File: src/rtl/rvr_pkg.sv
package rvr_pkg;

  localparam int unsigned OPW = 3;
  localparam int unsigned MDW = 5;

  // operation codes
  localparam logic [OPW-1:0] OP_ADD = 3'd0;
  localparam logic [OPW-1:0] OP_MUL = 3'd1;
  localparam logic [OPW-1:0] OP_OR  = 3'd2;

  // mode field bit positions
  localparam int unsigned MD_KIND_LO = 0;
  localparam int unsigned MD_RED_EN  = 2;
  localparam int unsigned MD_SZ      = 3;
  localparam int unsigned MD_ALL     = 4;

  function automatic logic rvr_op_legal(input logic [OPW-1:0] op);
    return (op == OP_ADD) || (op == OP_MUL) || (op == OP_OR);
  endfunction

  function automatic logic rvr_is_reduce(input logic [MDW-1:0] md);
    return (md[MD_KIND_LO +: 2] == 2'b00) && md[MD_RED_EN];
  endfunction

endpackage

File: src/rtl/rvr_first_active.sv
module rvr_first_active #(
  parameter int unsigned NL = 8,
  localparam int unsigned IW = (NL > 1) ? $clog2(NL) : 1
) (
  input  logic [NL-1:0] mask_i,
  output logic [IW-1:0] idx_o,
  output logic          found_o
);

  // priority pick: scanning downward leaves the lowest set bit
  always_comb begin
    idx_o   = '0;
    found_o = 1'b0;
    for (int i = NL - 1; i >= 0; i--) begin
      if (mask_i[i]) begin
        idx_o   = IW'(i);
        found_o = 1'b1;
      end
    end
  end

endmodule

File: src/rtl/rvr_flag_agg.sv
module rvr_flag_agg (
  input  logic clk,
  input  logic rst_n,
  input  logic clear_i,
  input  logic step_i,
  input  logic test_i,
  output logic any_nx_o,
  output logic all_nx_o
);

  logic any_q, all_q, seen_q;

  assign any_nx_o = any_q | (step_i & test_i);
  assign all_nx_o = all_q & (~step_i | test_i);

  always_ff @(posedge clk or negedge rst_n) begin
    if (!rst_n) begin
      any_q  <= 1'b0;
      all_q  <= 1'b1;
      seen_q <= 1'b0;
    end else if (clear_i) begin
      any_q  <= 1'b0;
      all_q  <= 1'b1;
      seen_q <= 1'b0;
    end else if (step_i) begin
      any_q  <= any_nx_o;
      all_q  <= all_nx_o;
      seen_q <= 1'b1;
    end
  end

  // when every visited lane passed, at least one did
  p_all_has_any_r6: assert property (@(posedge clk) disable iff (!rst_n)
    (seen_q && all_q) |-> any_q);

  // nothing visited means the any-summary stays clear
  p_empty_any_r8: assert property (@(posedge clk) disable iff (!rst_n)
    !seen_q |-> !any_q);

endmodule

File: src/rtl/rvr_unit.sv
module rvr_unit
  import rvr_pkg::*;
#(
  parameter int unsigned NL = 8,
  parameter int unsigned EW = 16,
  localparam int unsigned IW = (NL > 1) ? $clog2(NL) : 1,
  localparam int unsigned VW = NL * EW
) (
  input  logic           clk,
  input  logic           rst_n,
  input  logic           start_i,
  input  logic [VW-1:0]  vec_i,
  input  logic [NL-1:0]  pred_i,
  input  logic [OPW-1:0] op_i,
  input  logic [MDW-1:0] mode_i,
  input  logic           rc_en_i,
  output logic [VW-1:0]  vec_o,
  output logic           done_o,
  output logic           flag_o,
  output logic           illegal_o
);

  function automatic logic [EW-1:0] rvr_combine(input logic [OPW-1:0] op,
                                                input logic [EW-1:0] a,
                                                input logic [EW-1:0] b);
    logic [EW-1:0] r;
    case (op)
      OP_ADD:  r = a + b;
      OP_MUL:  r = a * b;
      default: r = a | b;
    endcase
    return r;
  endfunction

  // captured operands
  logic           busy_q;
  logic [IW-1:0]  lane_q;
  logic [VW-1:0]  vec_q;
  logic [NL-1:0]  pred_q;
  logic [OPW-1:0] op_q;
  logic           red_q;
  logic           all_sel_q;
  logic           rc_q;
  logic [EW-1:0]  acc_q;
  logic           have_q;

  logic unused_sz;
  assign unused_sz = mode_i[MD_SZ];

  // named internal events
  logic          take_w;
  logic          legal_w;
  logic          last_w;
  logic          step_w;
  logic          test_w;
  logic [EW-1:0] lane_elem_w;
  logic [EW-1:0] comb_w;
  logic [EW-1:0] acc_fin_w;
  logic [IW-1:0] first_idx_w;
  logic          first_found_w;
  logic          any_nx_w, all_nx_w;
  logic          flag_d_w;
  logic [VW-1:0] result_vec_w;

  logic [EW-1:0] lanes_w [NL];

  for (genvar g = 0; g < NL; g++) begin : g_lane
    assign lanes_w[g] = vec_q[g*EW +: EW];
  end

  assign take_w      = start_i && !busy_q;
  assign legal_w     = rvr_op_legal(op_q);
  assign last_w      = busy_q && (lane_q == IW'(NL - 1));
  assign lane_elem_w = lanes_w[lane_q];
  assign step_w      = busy_q && pred_q[lane_q] && red_q && legal_w;
  assign comb_w      = have_q ? rvr_combine(op_q, acc_q, lane_elem_w) : lane_elem_w;
  assign test_w      = (comb_w != '0);
  assign acc_fin_w   = step_w ? comb_w : acc_q;

  rvr_first_active #(.NL(NL)) u_first (
    .mask_i  (pred_q),
    .idx_o   (first_idx_w),
    .found_o (first_found_w)
  );

  rvr_flag_agg u_flag (
    .clk      (clk),
    .rst_n    (rst_n),
    .clear_i  (take_w),
    .step_i   (step_w),
    .test_i   (test_w),
    .any_nx_o (any_nx_w),
    .all_nx_o (all_nx_w)
  );

  assign flag_d_w = (rc_q && red_q && legal_w) ? (all_sel_q ? all_nx_w : any_nx_w) : 1'b0;

  always_comb begin
    result_vec_w = vec_q;
    if (red_q && legal_w && first_found_w)
      result_vec_w[first_idx_w*EW +: EW] = acc_fin_w;
  end

  always_ff @(posedge clk or negedge rst_n) begin
    if (!rst_n) begin
      busy_q    <= 1'b0;
      lane_q    <= '0;
      vec_q     <= '0;
      pred_q    <= '0;
      op_q      <= '0;
      red_q     <= 1'b0;
      all_sel_q <= 1'b0;
      rc_q      <= 1'b0;
      acc_q     <= '0;
      have_q    <= 1'b0;
      vec_o     <= '0;
      done_o    <= 1'b0;
      flag_o    <= 1'b0;
      illegal_o <= 1'b0;
    end else begin
      done_o <= 1'b0;
      if (take_w) begin
        busy_q    <= 1'b1;
        lane_q    <= '0;
        vec_q     <= vec_i;
        pred_q    <= pred_i;
        op_q      <= op_i;
        red_q     <= rvr_is_reduce(mode_i);
        all_sel_q <= mode_i[MD_ALL];
        rc_q      <= rc_en_i;
        have_q    <= 1'b0;
      end else if (busy_q) begin
        if (step_w) begin
          acc_q  <= comb_w;
          have_q <= 1'b1;
        end
        if (last_w) begin
          busy_q    <= 1'b0;
          done_o    <= 1'b1;
          vec_o     <= result_vec_w;
          flag_o    <= flag_d_w;
          illegal_o <= red_q && !legal_w;
        end else begin
          lane_q <= lane_q + 1'b1;
        end
      end
    end
  end

  // done is a single-cycle strobe
  p_done_pulse_r9: assert property (@(posedge clk) disable iff (!rst_n)
    done_o |=> !done_o);

  // the strobe comes only after the lane walk has ended
  p_done_idle_r9: assert property (@(posedge clk) disable iff (!rst_n)
    done_o |-> !busy_q);

  // rejected operation leaves the vector and flag untouched
  p_illegal_keep_r4: assert property (@(posedge clk) disable iff (!rst_n)
    (done_o && illegal_o) |-> (vec_o == vec_q && !flag_o));

  // outside reduce mode the vector passes through
  p_passthru_r5: assert property (@(posedge clk) disable iff (!rst_n)
    (done_o && !red_q) |-> (vec_o == vec_q && !flag_o && !illegal_o));

  // no condition recording, no flag
  p_rc_off_r7: assert property (@(posedge clk) disable iff (!rst_n)
    (done_o && !rc_q) |-> !flag_o);

  // empty predicate writes nothing
  p_empty_keep_r8: assert property (@(posedge clk) disable iff (!rst_n)
    (done_o && pred_q == '0) |-> vec_o == vec_q);

  for (genvar g = 0; g < NL; g++) begin : g_chk
    // masked-out lanes keep their input value
    p_inactive_keep_r3: assert property (@(posedge clk) disable iff (!rst_n)
      (done_o && !pred_q[g]) |-> vec_o[g*EW +: EW] == vec_q[g*EW +: EW]);
  end

endmodule

File: config.mk
export PLATFORM = sky130hd
export DESIGN_NAME = rvr_unit
export DESIGN_NICKNAME = d
export VERILOG_FILES = /design/src/rtl/rvr_pkg.sv /design/src/rtl/rvr_first_active.sv /design/src/rtl/rvr_flag_agg.sv /design/src/rtl/rvr_unit.sv
export SDC_FILE = /design/constraint.sdc
export NUM_CORES = 1
export LEC_CHECK = 0
export BUFFER_PORTS_ARGS = -buffer_cell sky130_fd_sc_hd__buf_2
export CORE_ASPECT_RATIO = 2
export CORE_UTILIZATION = 51
export DETAILED_ROUTE_END_ITERATION = 8
export GPL_ROUTABILITY_DRIVEN = 0
export PLACE_DENSITY_LB_ADDON = 0.08
export SYNTH_ARGS = -nofsm -noshare
export SYNTH_HDL_FRONTEND = slang
export SYNTH_SLANG_ARGS = --single-unit
File: constraint.sdc
create_clock -name clk -period 8.24 [get_ports clk]
set_clock_uncertainty 0.1 [all_clocks]
set_input_delay 1.236 -clock clk [delete_from_list [all_inputs] [get_ports clk]]
set_output_delay 1.236 -clock clk [all_outputs]
set_load 0.02 [all_outputs]
# After elaboration in Yosys (flattened, before gate mapping)
# Index checks and enable logic that the tools add are counted.
[totals]
register_bits = 296
latchBits = 0
ram_bits = 0
mem_bits_ro = 0
input_bits = 148
wordCells = 104
n_memories = 0
[classes]
add_sub_neg = 3
n_mul = 1
n_div = 0
order_cmp = 2
eq_ne = 4
n_shift = 2
n_mux = 44
n_bitwise = 8
n_reduce_logical = 24
[op_table]
columns = ["operator", "count"]
rows = [
  ["$bwmux 128", 1],
  ["$mux 128", 1],
  ["$shift 16x34->128 const A", 1],
  ["$shiftx 16x34->128", 1],
  ["$mux 16", 4],
  ["$bmux 16 s3", 1],
  ["$neg 7->34", 1],
  ["$mux 3", 11],
  ["$pmux 16 s2", 1],
  ["$mux 1", 24],
  ["$add 16x16->16", 1],
  ["$mul 16x16->16", 1],
  ["$or 16x16->16", 1],
  ["$reduce_bool 16->1", 1],
  ["$logic_and 1x1->1", 11],
  ["$reduce_and 2->1", 3],
  ["$ge 4x4->1 const B", 1],
  ["$lt 3x4->1 const B", 1],
  ["$not 3->4", 1],
  ["$reduce_bool 2->1", 2],
  ["$add 3x1->3 const B", 1],
  ["$bmux 1 s3", 1],
  ["$eq 3x1->1 const B", 1],
  ["$eq 3x2->1 const B", 1],
  ["10 further kinds", 15],
]

# Longest topological paths before layout
[depth]
ltp_word = 12
ltp_mapped = 31
ltp_nobuf = 27

# By module
# From an unflattened synthesis, not the netlist that was laid out.
[unflattened]
cells_unflattened = 1896
area_unflattened_um2 = 18720.5
[modules_own_cells]
columns = ["mod", "n_inst", "cells_each", "area_each_um2", "seq_area_each_um2"]
rows = [
  ["rvr_unit", 1, 1876, 18547.8, 7357.1],
  ["rvr_flag_agg", 1, 7, 92.6, 51.3],
  ["rvr_first_active", 1, 13, 80.1, 0.0],
]

# Worst setup path before layout
# No wires, ideal clock.
[synth_path]
path_kind = "register to register"
from = "register lane_q[0]"
to = "register vec_o[125]"
arrival_time_ns = 7.234
required_time_ns = 8.022
slack_ns = 0.788
stages_incl_launch_ff = 30
cell_sequence = "dfrtp_1 -> buf_6 -> buf_12 -> buf_12 -> mux4_1 -> mux2i_4 -> clkinv_1 -> nand2_1 -> fa_1 -> fa_1 -> inv_1 -> fa_1 -> inv_1 -> fa_1 -> inv_1 -> fa_1 -> inv_1 -> fa_1 -> inv_1 -> ha_1 -> a21oi_1 -> inv_1 -> a21oi_1 -> o21ai_0 -> xnor2_1 -> o21ai_0 -> o32a_1 -> mux2i_1 -> a211oi_1 -> a21o_1"
[synth_between]
elab_chain_cells = 11
word_cells_on_any_way = 21
[synth_rtl]
columns = ["element", "line_no", "rtl"]
rows = [
  ["start: declaration", "rvr_unit.sv:37", "logic [IW-1:0] lane_q;"],
  ["start signal: assignment", "rvr_unit.sv:144", "lane_q <= lane_q + 1'b1;"],
  ["$not 3->4 (implied by the code)", "rvr_unit.sv:74", "assign lane_elem_w = lanes_w[lane_q];"],
  ["$bmux 16 s3", "rvr_unit.sv:74", ""],
  ["$mux 16 (implied by the code) (2 in series)", "rvr_unit.sv:74", ""],
  ["$mul 16x16->16, or another cell as far along", "rvr_unit.sv:29", "OP_MUL: r = a * b;"],
  ["$pmux 16 s2", "rvr_unit.sv:27", "case (op)"],
  ["$mux 16", "rvr_unit.sv:76", "assign comb_w = have_q ? rvr_combine(op_q, acc_q, lane_elem_w) : lane_elem_w;"],
  ["$mux 16", "n/a", ""],
  ["$shiftx 16x34->128", "rvr_unit.sv:101", "result_vec_w[first_idx_w*EW +: EW] = acc_fin_w;"],
  ["$bwmux 128", "rvr_unit.sv:101", ""],
  ["$mux 128", "rvr_unit.sv:100", "if (red_q && legal_w && first_found_w)"],
  ["end signal: assignment", "rvr_unit.sv:140", "vec_o <= result_vec_w;"],
  ["end: declaration", "rvr_unit.sv:17", "output logic [VW-1:0] vec_o,"],
]
# Parallel ways exist; a longest one is shown, timed or not. The select of a mux whose other input is x is not followed.
# A chain may end at the register's enable or synchronous reset.

# Final worst setup path
[layout_path]
from = "register lane_q[2]"
to = "register u_flag.any_q"
[layout_between]
elab_chain_cells = 12
word_cells_on_any_way = 20
[layout_rtl]
columns = ["element", "line_no", "rtl"]
rows = [
  ["$not 3->4 (implied by the code)", "rvr_unit.sv:74", ""],
  ["$bmux 16 s3", "rvr_unit.sv:74", ""],
  ["$mux 16 (implied by the code) (2 in series)", "rvr_unit.sv:74", ""],
  ["$mul 16x16->16, or another cell as far along", "rvr_unit.sv:29", ""],
  ["$pmux 16 s2", "rvr_unit.sv:27", ""],
  ["$mux 16", "rvr_unit.sv:76", ""],
  ["$reduce_bool 16->1", "rvr_unit.sv:77", "assign test_w = (comb_w != '0);"],
  ["$and 1x1->1", "rvr_flag_agg.sv:13", "assign any_nx_o = any_q | (step_i & test_i);"],
  ["$or 1x1->1", "rvr_flag_agg.sv:13", ""],
  ["$mux 1", "rvr_flag_agg.sv:25", "end else if (step_i) begin"],
  ["$mux 1", "rvr_flag_agg.sv:21", "end else if (clear_i) begin"],
  ["end signal: assignment", "rvr_flag_agg.sv:26", "any_q <= any_nx_o;"],
  ["end: declaration", "rvr_flag_agg.sv:11", "logic any_q, all_q, seen_q;"],
]
# Parallel ways exist; a longest one is shown, timed or not. The select of a mux whose other input is x is not followed.

==> results.md <==
- Top sig layer: met5
- Longest Clk Path Bufs: 3
- Final Hold Viols: 0
- Max-cap violations: 0
- Rel. slew slack: 24.9%
- Hold crit path type: reg2reg
- Min Tclk post-route: 7.90 ns
- Setup TNS: 0 ns
- Most frequent cells in the layout: nand2_1, dfrtp_1, buf_2, nor2_1, inv_1
- Nets: 2745
- Met2 Wirelength: 36600 um
- M1 WL: 22900 um
- Synth cell types: 74
- Largest net degree at the start of global routing: 123
- Port buffer count: 277
- Final setup violation count: 0
- CORE AREA: 36400 sq um
- R2R Setup Slk: 0.34 ns
- H-tree depth: 1
- Starting density of the core: 51.8%
- Synth-to-Final Area Change: 16.6%
- Starting DRT DRC Count: 1290
- Sequential element share of the synthesized area: 39.2%
- Cts hold-fix bufs: 0
- Initial antenna violation count: 5
- Post-CTS setup buffer count: 0
- Met3 Wirelength: 4410 um
- Syn nets: 2463
- Total grt overflow: 0
- TritonCTS Sinks: 296
- Status: finished, final reports clean
- Final period util: 95.8%
- DRC: 0
- Die height: 274 um
- Hold path depth: 2
- Crit path DAT: 8.19 ns
- Mean Syn Cell Area: 8.78 sq um
- Most used DFF post-synth: dfrtp_1
- CTS tree: done
- Routed wire length: 73400 um
- Commonest non-fill, non-tap cell in the layout: nand2_1
- Critical path's largest stage delay: 0.76 ns
- CTS Buf Count: 27
- Slew Limit Fails: 0
- Vias: 17032
- Drt first pass iters: 5
- Drt via density: 5.86
- Post-synth EDFFs: 0
- Clk_lat worst skew: 0.57 ns
- IO Pins: 279
- Antenna Nets Post-Route: 0
- Share of cells above drive strength 1: 18.9%
- CP required: 8.53 ns
- Global-route wire length before repair: 107000 um
- CP Capture Type: register
- Number of synthesized register bits: 296
- Hpwl dp: 56400 um
- Worst path slowest cell: dfrtp_1
- Clock root buffer: clkbuf_16
- Ys Warns: 0
- FFs w/ async S/R, synth: 100%
- Pin slew with the least headroom to its limit: 1.13 ns
- Crit Path Category: reg2reg
- Mapped Cells: 2150
- Synthesized area: 18900 sq um
- CP max FO: 12
- Vias in the first global route: 17406
- Die area: 37800 sq um
- Wire per inst: 25.2 um
- Reg2reg path depth: 27
- RSZ-0062 raised after global routing: no
- Worst-path clk slew: 0.07 ns
- Die width: 138 um
- Startpoint types: register
- Row cnt: 99
- GRT Total Usage: 39.0%
- Post-CTS sizing: 0
- Highest clock rate: 127 MHz
final cells by class:
cell class	instances	area, sq um
diodes	1	2.50
clock buffers	37	783
clock inverters	12	150
fillers	3359	14400
inverters	172	646
multi-input cells	1580	10400
flip-flops and latches	296	7410
well taps	454	568
repair buffers	355	2040
synthesized netlist by cell type (5+ instances only):
master | number | area share [%]
a21o_1 | 12 | 0.48
o21bai_1 | 6 | 0.24
mux2_2 | 13 | 0.78
nor2b_1 | 12 | 0.40
dfrtp_1 | 295 | 39
fa_1 | 81 | 8.6
a21oi_1 | 107 | 2.8
o21ai_1 | 6 | 0.16
o21a_1 | 10 | 0.40
xnor2_1 | 25 | 1.2
ha_1 | 84 | 5.6
mux4_2 | 12 | 1.4
a31oi_1 | 17 | 0.56
inv_1 | 161 | 3.2
a211oi_1 | 15 | 0.60
clkinv_1 | 8 | 0.16
mux2i_1 | 46 | 2.4
mux4_1 | 21 | 2.9
and2_1 | 5 | 0.17
a21oi_2 | 7 | 0.32
xor2_1 | 6 | 0.28
nand3_1 | 9 | 0.24
nand2_1 | 628 | 12
o21ai_0 | 143 | 3.8
or3_1 | 14 | 0.46
nor3_1 | 24 | 0.64
clkbuf_1 | 81 | 1.6
o211ai_1 | 7 | 0.28
buf_4 | 6 | 0.24
nand2b_1 | 10 | 0.33
buf_2 | 6 | 0.16
nor2_1 | 196 | 3.9
final timing paths:
kind	startpoint	endpoint
setup / recovery	lane_q[2]$_DFFE_PN0P_	u_flag.any_q$_DFFE_PN0P_
hold / removal	vec_o[124]$_DFFE_PN0P_	vec_o[124]$_DFFE_PN0P_
setup reg to reg	lane_q[2]$_DFFE_PN0P_	u_flag.any_q$_DFFE_PN0P_
hold reg to reg	vec_o[124]$_DFFE_PN0P_	vec_o[124]$_DFFE_PN0P_
max in group asynchronous	rst_n	lane_q[0]$_DFFE_PN0P_
min in group asynchronous	rst_n	vec_o[73]$_DFFE_PN0P_
layer usage:
| layer | global-route usage [%] | up-vias |
|---|---|---|
| met5 | 0 | - |
| li1 | - | 7600 |
| met4 | 41.4 | 6 |
| met3 | 6.46 | 358 |
| met2 | 68.2 | 809 |
| met1 | 37.3 | 8259 |
worst max-delay path: cells and delay by family (launching register included):
kind | cells | cell delay (ns)
flops | 1 | 0.76
mux | 2 | 0.67
simple gates | 5 | 1.00
fa+ha+maj | 7 | 3.35
compound gates | 5 | 1.07
xor+xnor | 1 | 0.18
buf+inv | 7 | 0.61
registers in the layout, summed over array words and instances, names as in the netlist:
register,flops
have_q,1
red_q,1
u_flag.all_q,1
all_sel_q,1
u_flag.any_q,1
lane_q,3
vec_q,128
illegal_o,1
acc_q,16
flag_o,1
vec_o,128
busy_q,1
pred_q,8
rc_q,1
op_q,3
done_o,1
kinds of logic (layout without fill, tap and decap cells):
logic type | after synthesis | in the layout | share of synthesized area [%]
multiplexers | 96 | 96 | 8.00
buffers and inverters | 274 | 576 | 5.88
XOR/XNOR | 35 | 35 | 1.85
AO/OA/AOI/OAI | 363 | 363 | 11.3
adder cells (fa/ha/maj) | 165 | 165 | 14.2
flip-flops | 296 | 296 | 39.2
other | 0 | 1 | 0
AND/OR/NAND/NOR | 921 | 921 | 19.6
stage by stage:
stage               instances  cell area, sq um  setup slack (ns)  hold slack [ns]  utilization (%)
floorplan                2150             18900             0.788            0.346                -
global placement         2857             21100             0.450            0.355             57.9
detailed placement       2857             21100             0.436            0.362             57.9
CTS                      2906             22000             0.395            0.381             60.4
global route             2906             22000            0.0331            0.397             60.4
finish                   2907             22000             0.345            0.375             60.4
Power is not shown: default switching activity piles up to over one toggle a cycle in this logic, so the estimate is an artifact.
